[src/rtl/dual_timer_pkg.sv]
package dual_timer_pkg;
  localparam int BUS_ADDR_W = 5;
  localparam int TSEL_BIT   = 4;
  localparam int CTRL_W     = 11;
  localparam int B_MODE  = 0;
  localparam int B_DOWN  = 1;
  localparam int B_XTRG  = 2;
  localparam int B_CAPT  = 3;
  localparam int B_RELD  = 4;
  localparam int B_LOAD  = 5;
  localparam int B_IEN   = 6;
  localparam int B_RUN   = 7;
  localparam int B_STAT  = 8;
  localparam int B_PWM   = 9;
  localparam int B_BOTH  = 10;
  typedef enum logic [1:0] {
    SEL_CTRL = 2'd0,
    SEL_LOAD = 2'd1,
    SEL_CNT  = 2'd2,
    SEL_NONE = 2'd3
  } reg_sel_e;
endpackage

[src/rtl/dual_timer_chan.sv]
module dual_timer_chan
  import dual_timer_pkg::*;
#(
  parameter int CNT_W = 32
) (
  input  logic              clk,
  input  logic              rst,
  input  logic              wr_ctrl,
  input  logic              wr_load,
  input  logic [CTRL_W-1:0] ctrl_wdata,
  input  logic [CNT_W-1:0]  load_wdata,
  input  logic              start_all,
  output logic [CTRL_W-1:0] ctrl_q,
  output logic [CNT_W-1:0]  load_q,
  output logic [CNT_W-1:0]  cnt_q
);
  localparam logic [CNT_W-1:0] CNT_ZERO = '0;
  localparam logic [CNT_W-1:0] CNT_MAX  = '1;

  logic             run, ld, down, reld;
  logic [CNT_W-1:0] step_val, tc_val, cnt_nxt;
  logic             at_tc, tc_evt;
  logic [CTRL_W-1:0] ctrl_nxt;

  assign run  = ctrl_q[B_RUN];
  assign ld   = ctrl_q[B_LOAD];
  assign down = ctrl_q[B_DOWN];
  assign reld = ctrl_q[B_RELD];

  always_comb begin
    step_val = down ? (cnt_q - 1'b1) : (cnt_q + 1'b1);
    tc_val   = down ? CNT_ZERO : CNT_MAX;
    at_tc    = (cnt_q == tc_val);
    tc_evt   = run && !ld && !at_tc && (step_val == tc_val);
    if (ld) begin
      cnt_nxt = load_q;
    end else if (run) begin
      if (at_tc) cnt_nxt = reld ? load_q : cnt_q;
      else       cnt_nxt = step_val;
    end else begin
      cnt_nxt = cnt_q;
    end
  end

  always_comb begin
    ctrl_nxt = ctrl_q;
    if (wr_ctrl) begin
      ctrl_nxt = ctrl_wdata;
      ctrl_nxt[B_STAT] = ctrl_q[B_STAT] & ~ctrl_wdata[B_STAT];
    end
    if (start_all) ctrl_nxt[B_RUN] = 1'b1;
    if (tc_evt)    ctrl_nxt[B_STAT] = 1'b1;
  end

  always_ff @(posedge clk) begin
    if (rst) begin
      ctrl_q <= '0;
      load_q <= '0;
      cnt_q  <= '0;
    end else begin
      ctrl_q <= ctrl_nxt;
      cnt_q  <= cnt_nxt;
      if (wr_load) load_q <= load_wdata;
    end
  end


  ld_force_chk: assert property (@(posedge clk) disable iff (rst)
    ctrl_q[B_LOAD] |=> (cnt_q == $past(load_q)));

  stop_hold_chk: assert property (@(posedge clk) disable iff (rst)
    (!ctrl_q[B_RUN] && !ctrl_q[B_LOAD]) |=> $stable(cnt_q));

  oneshot_hold_chk: assert property (@(posedge clk) disable iff (rst)
    (run && !ld && !reld && at_tc) |=> $stable(cnt_q));

  evt_wins_chk: assert property (@(posedge clk) disable iff (rst)
    tc_evt |=> ctrl_q[B_STAT]);
endmodule

[src/rtl/dual_timer.sv]
module dual_timer
  import dual_timer_pkg::*;
#(
  parameter int DATA_W = 32,
  parameter int CNT_W  = 32
) (
  input  logic                  clk,
  input  logic                  rst,
  input  logic [BUS_ADDR_W-1:0] bus_addr,
  input  logic                  bus_we,
  input  logic [DATA_W-1:0]     bus_wdata,
  output logic [DATA_W-1:0]     bus_rdata,
  output logic                  irq
);
  localparam int N_TMR = 2;

  reg_sel_e          sel;
  logic              tsel;
  logic [N_TMR-1:0]  wr_ctrl, wr_load, req;
  logic              start_all;
  logic [CTRL_W-1:0] ctrl_q [N_TMR];
  logic [CNT_W-1:0]  load_q [N_TMR];
  logic [CNT_W-1:0]  cnt_q  [N_TMR];
  logic [DATA_W-1:0] rd_nxt;

  assign sel  = reg_sel_e'(bus_addr[3:2]);
  assign tsel = bus_addr[TSEL_BIT];
  assign start_all = (|wr_ctrl) & bus_wdata[B_BOTH];

  for (genvar g = 0; g < N_TMR; g++) begin : g_tmr
    assign wr_ctrl[g] = bus_we && (tsel == g[0]) && (sel == SEL_CTRL);
    assign wr_load[g] = bus_we && (tsel == g[0]) && (sel == SEL_LOAD);
    assign req[g]     = ctrl_q[g][B_STAT] & ctrl_q[g][B_IEN];

    dual_timer_chan #(.CNT_W(CNT_W)) chan_i (
      .clk        (clk),
      .rst        (rst),
      .wr_ctrl    (wr_ctrl[g]),
      .wr_load    (wr_load[g]),
      .ctrl_wdata (bus_wdata[CTRL_W-1:0]),
      .load_wdata (bus_wdata[CNT_W-1:0]),
      .start_all  (start_all),
      .ctrl_q     (ctrl_q[g]),
      .load_q     (load_q[g]),
      .cnt_q      (cnt_q[g])
    );
  end

  always_comb begin
    case (sel)
      SEL_CTRL: rd_nxt = DATA_W'(ctrl_q[tsel]);
      SEL_LOAD: rd_nxt = DATA_W'(load_q[tsel]);
      SEL_CNT:  rd_nxt = DATA_W'(cnt_q[tsel]);
      default:  rd_nxt = '0;
    endcase
  end

  always_ff @(posedge clk) begin
    if (rst) begin
      bus_rdata <= '0;
      irq       <= 1'b0;
    end else begin
      bus_rdata <= rd_nxt;
      irq       <= |req;
    end
  end


  unmapped_rd_chk: assert property (@(posedge clk) disable iff (rst)
    (bus_addr[3:2] == 2'b11) |=> (bus_rdata == '0));

  irq_src_chk: assert property (@(posedge clk) disable iff (rst)
    (ctrl_q[0][B_STAT] && ctrl_q[0][B_IEN]) |=> irq);

  irq_quiet_chk: assert property (@(posedge clk) disable iff (rst)
    (!ctrl_q[0][B_IEN] && !ctrl_q[1][B_IEN]) |=> !irq);

  both_start_chk: assert property (@(posedge clk) disable iff (rst)
    (bus_we && bus_addr[3:2] == 2'b00 && bus_wdata[B_BOTH])
      |=> (ctrl_q[0][B_RUN] && ctrl_q[1][B_RUN]));
endmodule

[config.mk]
export PLATFORM = sky130hd
export DESIGN_NAME = dual_timer
export DESIGN_NICKNAME = d
export VERILOG_FILES = /design/src/rtl/dual_timer_pkg.sv /design/src/rtl/dual_timer_chan.sv /design/src/rtl/dual_timer.sv
export SDC_FILE = /design/constraint.sdc
export NUM_CORES = 1
export LEC_CHECK = 0
export ABC_AREA = 1
export BUFFER_PORTS_ARGS = -buffer_cell sky130_fd_sc_hd__buf_2
export CAP_MARGIN = 25
export CORE_ASPECT_RATIO = 0.6
export CORE_MARGIN = 2
export CORE_UTILIZATION = 55
export CTS_CLUSTER_DIAMETER = 60
export DETAILED_ROUTE_END_ITERATION = 7
export PLACE_DENSITY_LB_ADDON = 0.08
export SYNTH_ARGS = -nofsm -noshare
export SYNTH_HDL_FRONTEND = slang
export SYNTH_SLANG_ARGS = --single-unit
[constraint.sdc]
create_clock -name clk -period 3.3 [get_ports clk]
set_input_delay 0.33 -clock clk [delete_from_list [all_inputs] [get_ports clk]]
set_output_delay 0.33 -clock clk [all_outputs]
set_load 0.02 [all_outputs]
==> metrics.json <==
{
  "dpl.hpwl": {"value": 36.5, "unit": "mm"},
  "via_per_inst": {"value": 5.62},
  "final_antenna_net_count": {"value": 0},
  "fin_skew": {"value": 0.0123, "unit": "ns"},
  "use_met3": {"value": 0.0776},
  "total_of_hold_buffers_inserted_after_clock_tree_synthesis": {"value": 0},
  "max_freq": {"value": 326, "unit": "MHz"},
  "finalNetCount": {"value": 2477},
  "drive_gt1_frac": {"value": 0.0766},
  "cts.sink_count": {"value": 183},
  "antenna_found_initial": {"value": 4},
  "slew_headroom": {"value": 0.444},
  "timing.final.crit_period": {"value": 3.07, "unit": "ns"},
  "floorplan.die.width": {"value": 207, "unit": "um"},
  "vias": {"value": 15300},
  "yosys.area.top_type": {"value": "sky130_fd_sc_hd__dfxtp_1"},
  "seq_area_frac_synth": {"value": 0.269},
  "drv.max_cap_violation_count": {"value": 0},
  "port_buffers": {"value": 70},
  "placeableCoreArea": {"value": 24300, "unit": "um2"},
  "cts_tree": {"value": "done"},
  "critical_path.cell_chain": {"value": "buf_12, ha_1, nand2_1, nor2_1, nand2_1, nor2_2, nand3_1, nand2_1, inv_1, buf_4, o21ai_0, a21oi_1, nor2_1"},
  "drtIter0Drc": {"value": 1853},
  "finalHoldViolations": {"value": 0},
  "gr_busiest_metal": {"value": "met1"},
  "power.density": {"value": 375, "unit": "nW/um2"},
  "h-tree-depth": {"value": 4},
  "worst_ep_arrival_time": {"value": 3.45, "unit": "ns"},
  "mean_syn_cell_area": {"value": 5.82, "unit": "um2"},
  "timing.critical_path.to_type": {"value": "register"},
  "floorplan.rows": {"value": 44},
  "area_growth": {"value": 8.75, "unit": "%"},
  "synthCells": {"value": 2342},
  "grt_start_max_net_pins": {"value": 121},
  "total_number_of_yosys_warnings": {"value": 0},
  "post-route-period-util": {"value": 0.931},
  "cts-resized-gates": {"value": 0},
  "wl": {"value": 47.1, "unit": "mm"},
  "grt_use_total": {"value": 0.354},
  "post_drt_wl_per_cell": {"value": 17.4, "unit": "um"},
  "timing.final.ws_setup": {"value": 0.228, "unit": "ns"},
  "global_route.usage.met1": {"value": 0.554},
  "place_ws": {"value": 0.338, "unit": "ns"},
  "slowest_delay": {"value": 0.53, "unit": "ns"},
  "worst-slew-pin-transition": {"value": 0.835, "unit": "ns"},
  "number_of_endpoints_failing_setup_at_the_final_stage": {"value": 0},
  "crit_slowest_cell": {"value": "sky130_fd_sc_hd__ha_1"},
  "cp_max_fo": {"value": 41},
  "run_status": {"value": "finished, final reports clean"},
  "timing.final.max_slew_violations": {"value": 0},
  "synth.net_count": {"value": 2444},
  "start_util": {"value": 0.561},
  "cts_setup_buffers": {"value": 0},
  "total_placed_instance_area": {"value": 14200, "unit": "um2"},
  "detailedRoute.firstPassIterationCount": {"value": 7},
  "crit_type": {"value": "register to register"},
  "synth_top_area_share": {"value": 0.269},
  "synth_area": {"value": 13600, "unit": "um2"},
  "setup_tns": {"value": 0, "unit": "ns"},
  "clk_transition_reported_paths": {"value": 0.07, "unit": "ns"},
  "hold_path.class": {"value": "primary input to register"},
  "cts_inserted_buffers": {"value": 17},
  "synth.top_cells.by_area": {"value": "sky130_fd_sc_hd__dfxtp_1 (27%), sky130_fd_sc_hd__nand2_1 (20%), sky130_fd_sc_hd__inv_1 (8.6%)"},
  "cts-root-buf": {"value": "sky130_fd_sc_hd__clkbuf_16"},
  "peakVddDrop": {"value": 353, "unit": "uV"},
  "chipHeight": {"value": 126, "unit": "um"},
  "critical_path_start_type": {"value": "register"},
  "stdcell_area": {"value": 14800, "unit": "um2"},
  "grt_pass1_vias": {"value": 13300},
  "synth_cell_type_count": {"value": 43},
  "critical-path-top-cell-by-count": {"value": "sky130_fd_sc_hd__nand2_1"},
  "drc": {"value": 0},
  "grt.met2_usage": {"value": 0.485},
  "worst-endpoint-required": {"value": 3.68, "unit": "ns"},
  "power.static_leakage": {"value": 7.52, "unit": "nW"},
  "worstSkewPairLatency": {"value": 0.44, "unit": "ns"},
  "gr-total-overflow": {"value": 0},
  "ios": {"value": 73},
  "grt_pass1_wl": {"value": 72.4, "unit": "mm"},
  "synth-seq-cells": {"value": 183},
  "routability_congestion": {"value": 1.02},
  "die_area": {"value": 26100, "unit": "um2"},
  "clock_tree.buffer_depth": {"value": 2}
}
==> worst max-delay path, delay by kind of cell, from the launching register on <==
family	cells	cell delay, ns
compound gates	2	0.22
fa+ha+maj	1	0.53
flops	1	0.32
simple gates	7	1.13
buf+inv	3	0.77
==> sequential cells by signal, summed over array words and instances (netlist names) <==
name / count
bus_rdata: 32
g_tmr.chan_i.cnt_q: 64
g_tmr.chan_i.ctrl_q: 22
g_tmr.chan_i.load_q: 64
irq: 1
==> cells in the final DEF (no fill, tap or decap), types with 4 or more instances in the layout <==
cell type and n:
sky130_fd_sc_hd__clkbuf_16 17, sky130_fd_sc_hd__o21bai_1 4, sky130_fd_sc_hd__nor2_2 12, sky130_fd_sc_hd__nand2_1 714, sky130_fd_sc_hd__nand4_1 16, sky130_fd_sc_hd__ha_1 59
sky130_fd_sc_hd__nand2_2 22, sky130_fd_sc_hd__nand3b_1 7, sky130_fd_sc_hd__o21ai_0 208, sky130_fd_sc_hd__clkinv_1 4, sky130_fd_sc_hd__dfxtp_1 183, sky130_fd_sc_hd__diode_2 4
sky130_fd_sc_hd__buf_2 70, sky130_fd_sc_hd__clkinvlp_4 4, sky130_fd_sc_hd__inv_1 312, sky130_fd_sc_hd__nor2_1 269, sky130_fd_sc_hd__o211ai_1 19, sky130_fd_sc_hd__inv_6 4
sky130_fd_sc_hd__nand3_1 120, sky130_fd_sc_hd__clkinv_2 4, sky130_fd_sc_hd__nand3_2 6, sky130_fd_sc_hd__o21ai_1 11, sky130_fd_sc_hd__xor2_1 9, sky130_fd_sc_hd__a31oi_1 14
sky130_fd_sc_hd__a21oi_1 223, sky130_fd_sc_hd__xnor2_1 12, sky130_fd_sc_hd__buf_4 23, sky130_fd_sc_hd__nor3_1 4
==> layout make-up <==
cell class                 instances  area, um2
antenna                            4       10.0
fill                            2431       9470
inverter                         322       1220
tap                              322        403
clock buffer                      18        439
clock inverter                    14        120
multi-input combinational       1755       8380
sequential                       183       3660
timing repair buffer              96        583
==> report_power, final <==
| group | internal (W) | total (W) | switching, W |
|---|---|---|---|
| Clock | 0.00100 | 0.00196 | 0.000961 |
| Sequential | 0.00233 | 0.00243 | 0.000100 |
| Combinational | 0.000373 | 0.00116 | 0.000785 |
==> Yosys cell counts, drive strengths merged <==
library cell and number:
o211ai 19, fa 2, a21boi 1, clkinv 5, dfxtp 183, o21bai 4, a2111oi 1, nand3b 7
a21oi 226, nand2b 1, xnor2 12, buf 24, a211oi 5, o21ai 220, inv 317, nor4 2
a31oi 14, and2 2, and3 3, o21a 1, xor2 9, nand2 736, a221oi 2, clkbuf 58
a21o 1, nor3 4, nand4 16, ha 60, nor2 281, nand3 126
==> logic make-up (layout without fill, tap and decap cells) <==
logic type | Yosys count | count (layout) | share of synthesized area
AND/OR/NAND/NOR | 1178 | 1178 | 0.352
XOR/XNOR | 21 | 21 | 0.0135
AO/OA/AOI/OAI | 494 | 494 | 0.192
adder cells (fa/ha/maj) | 62 | 62 | 0.0581
flip-flops | 183 | 183 | 0.269
other | 0 | 4 | 0
buffers and inverters | 404 | 450 | 0.116
==> metrics by stage <==
step	utilization	hold slack, ns	std cells	power [W]
2_1_floorplan	-	0.422	2342	0.00325
3_3_place_gp	0.586	0.440	2678	0.00357
3_5_place_dp	0.586	0.443	2678	0.00359
4_1_cts	0.609	0.124	2710	0.00552
5_1_grt	0.610	0.134	2714	0.00580
6_report	0.610	0.134	2714	0.00555
==> per-layer routing <==
metal / vias to the layer above / part of all wire
met5: - / 0
met4: 0 / 0.015
met3: 54 / 0.11
met2: 721 / 0.39
met1: 6932 / 0.49
li1: 7549 / -
==> path summary, 6_finish.rpt <==
check	start	endpoint	slack, ns	depth (start not counted)
min	bus_wdata[26]	g_tmr[1].chan_i.load_q[26]$_SDFFE_PP0P_	0.13	3
max	g_tmr[1].chan_i.ctrl_q[1]$_SDFFE_PP0P_	g_tmr[1].chan_i.cnt_q[16]$_SDFFE_PP0P_	0.23	13
min reg2reg	g_tmr[1].chan_i.ctrl_q[9]$_SDFFE_PP0P_	g_tmr[1].chan_i.ctrl_q[9]$_SDFFE_PP0P_	0.45	2
max reg2reg	g_tmr[1].chan_i.ctrl_q[1]$_SDFFE_PP0P_	g_tmr[1].chan_i.cnt_q[16]$_SDFFE_PP0P_	0.23	13
(Power assumes the default switching activity.)
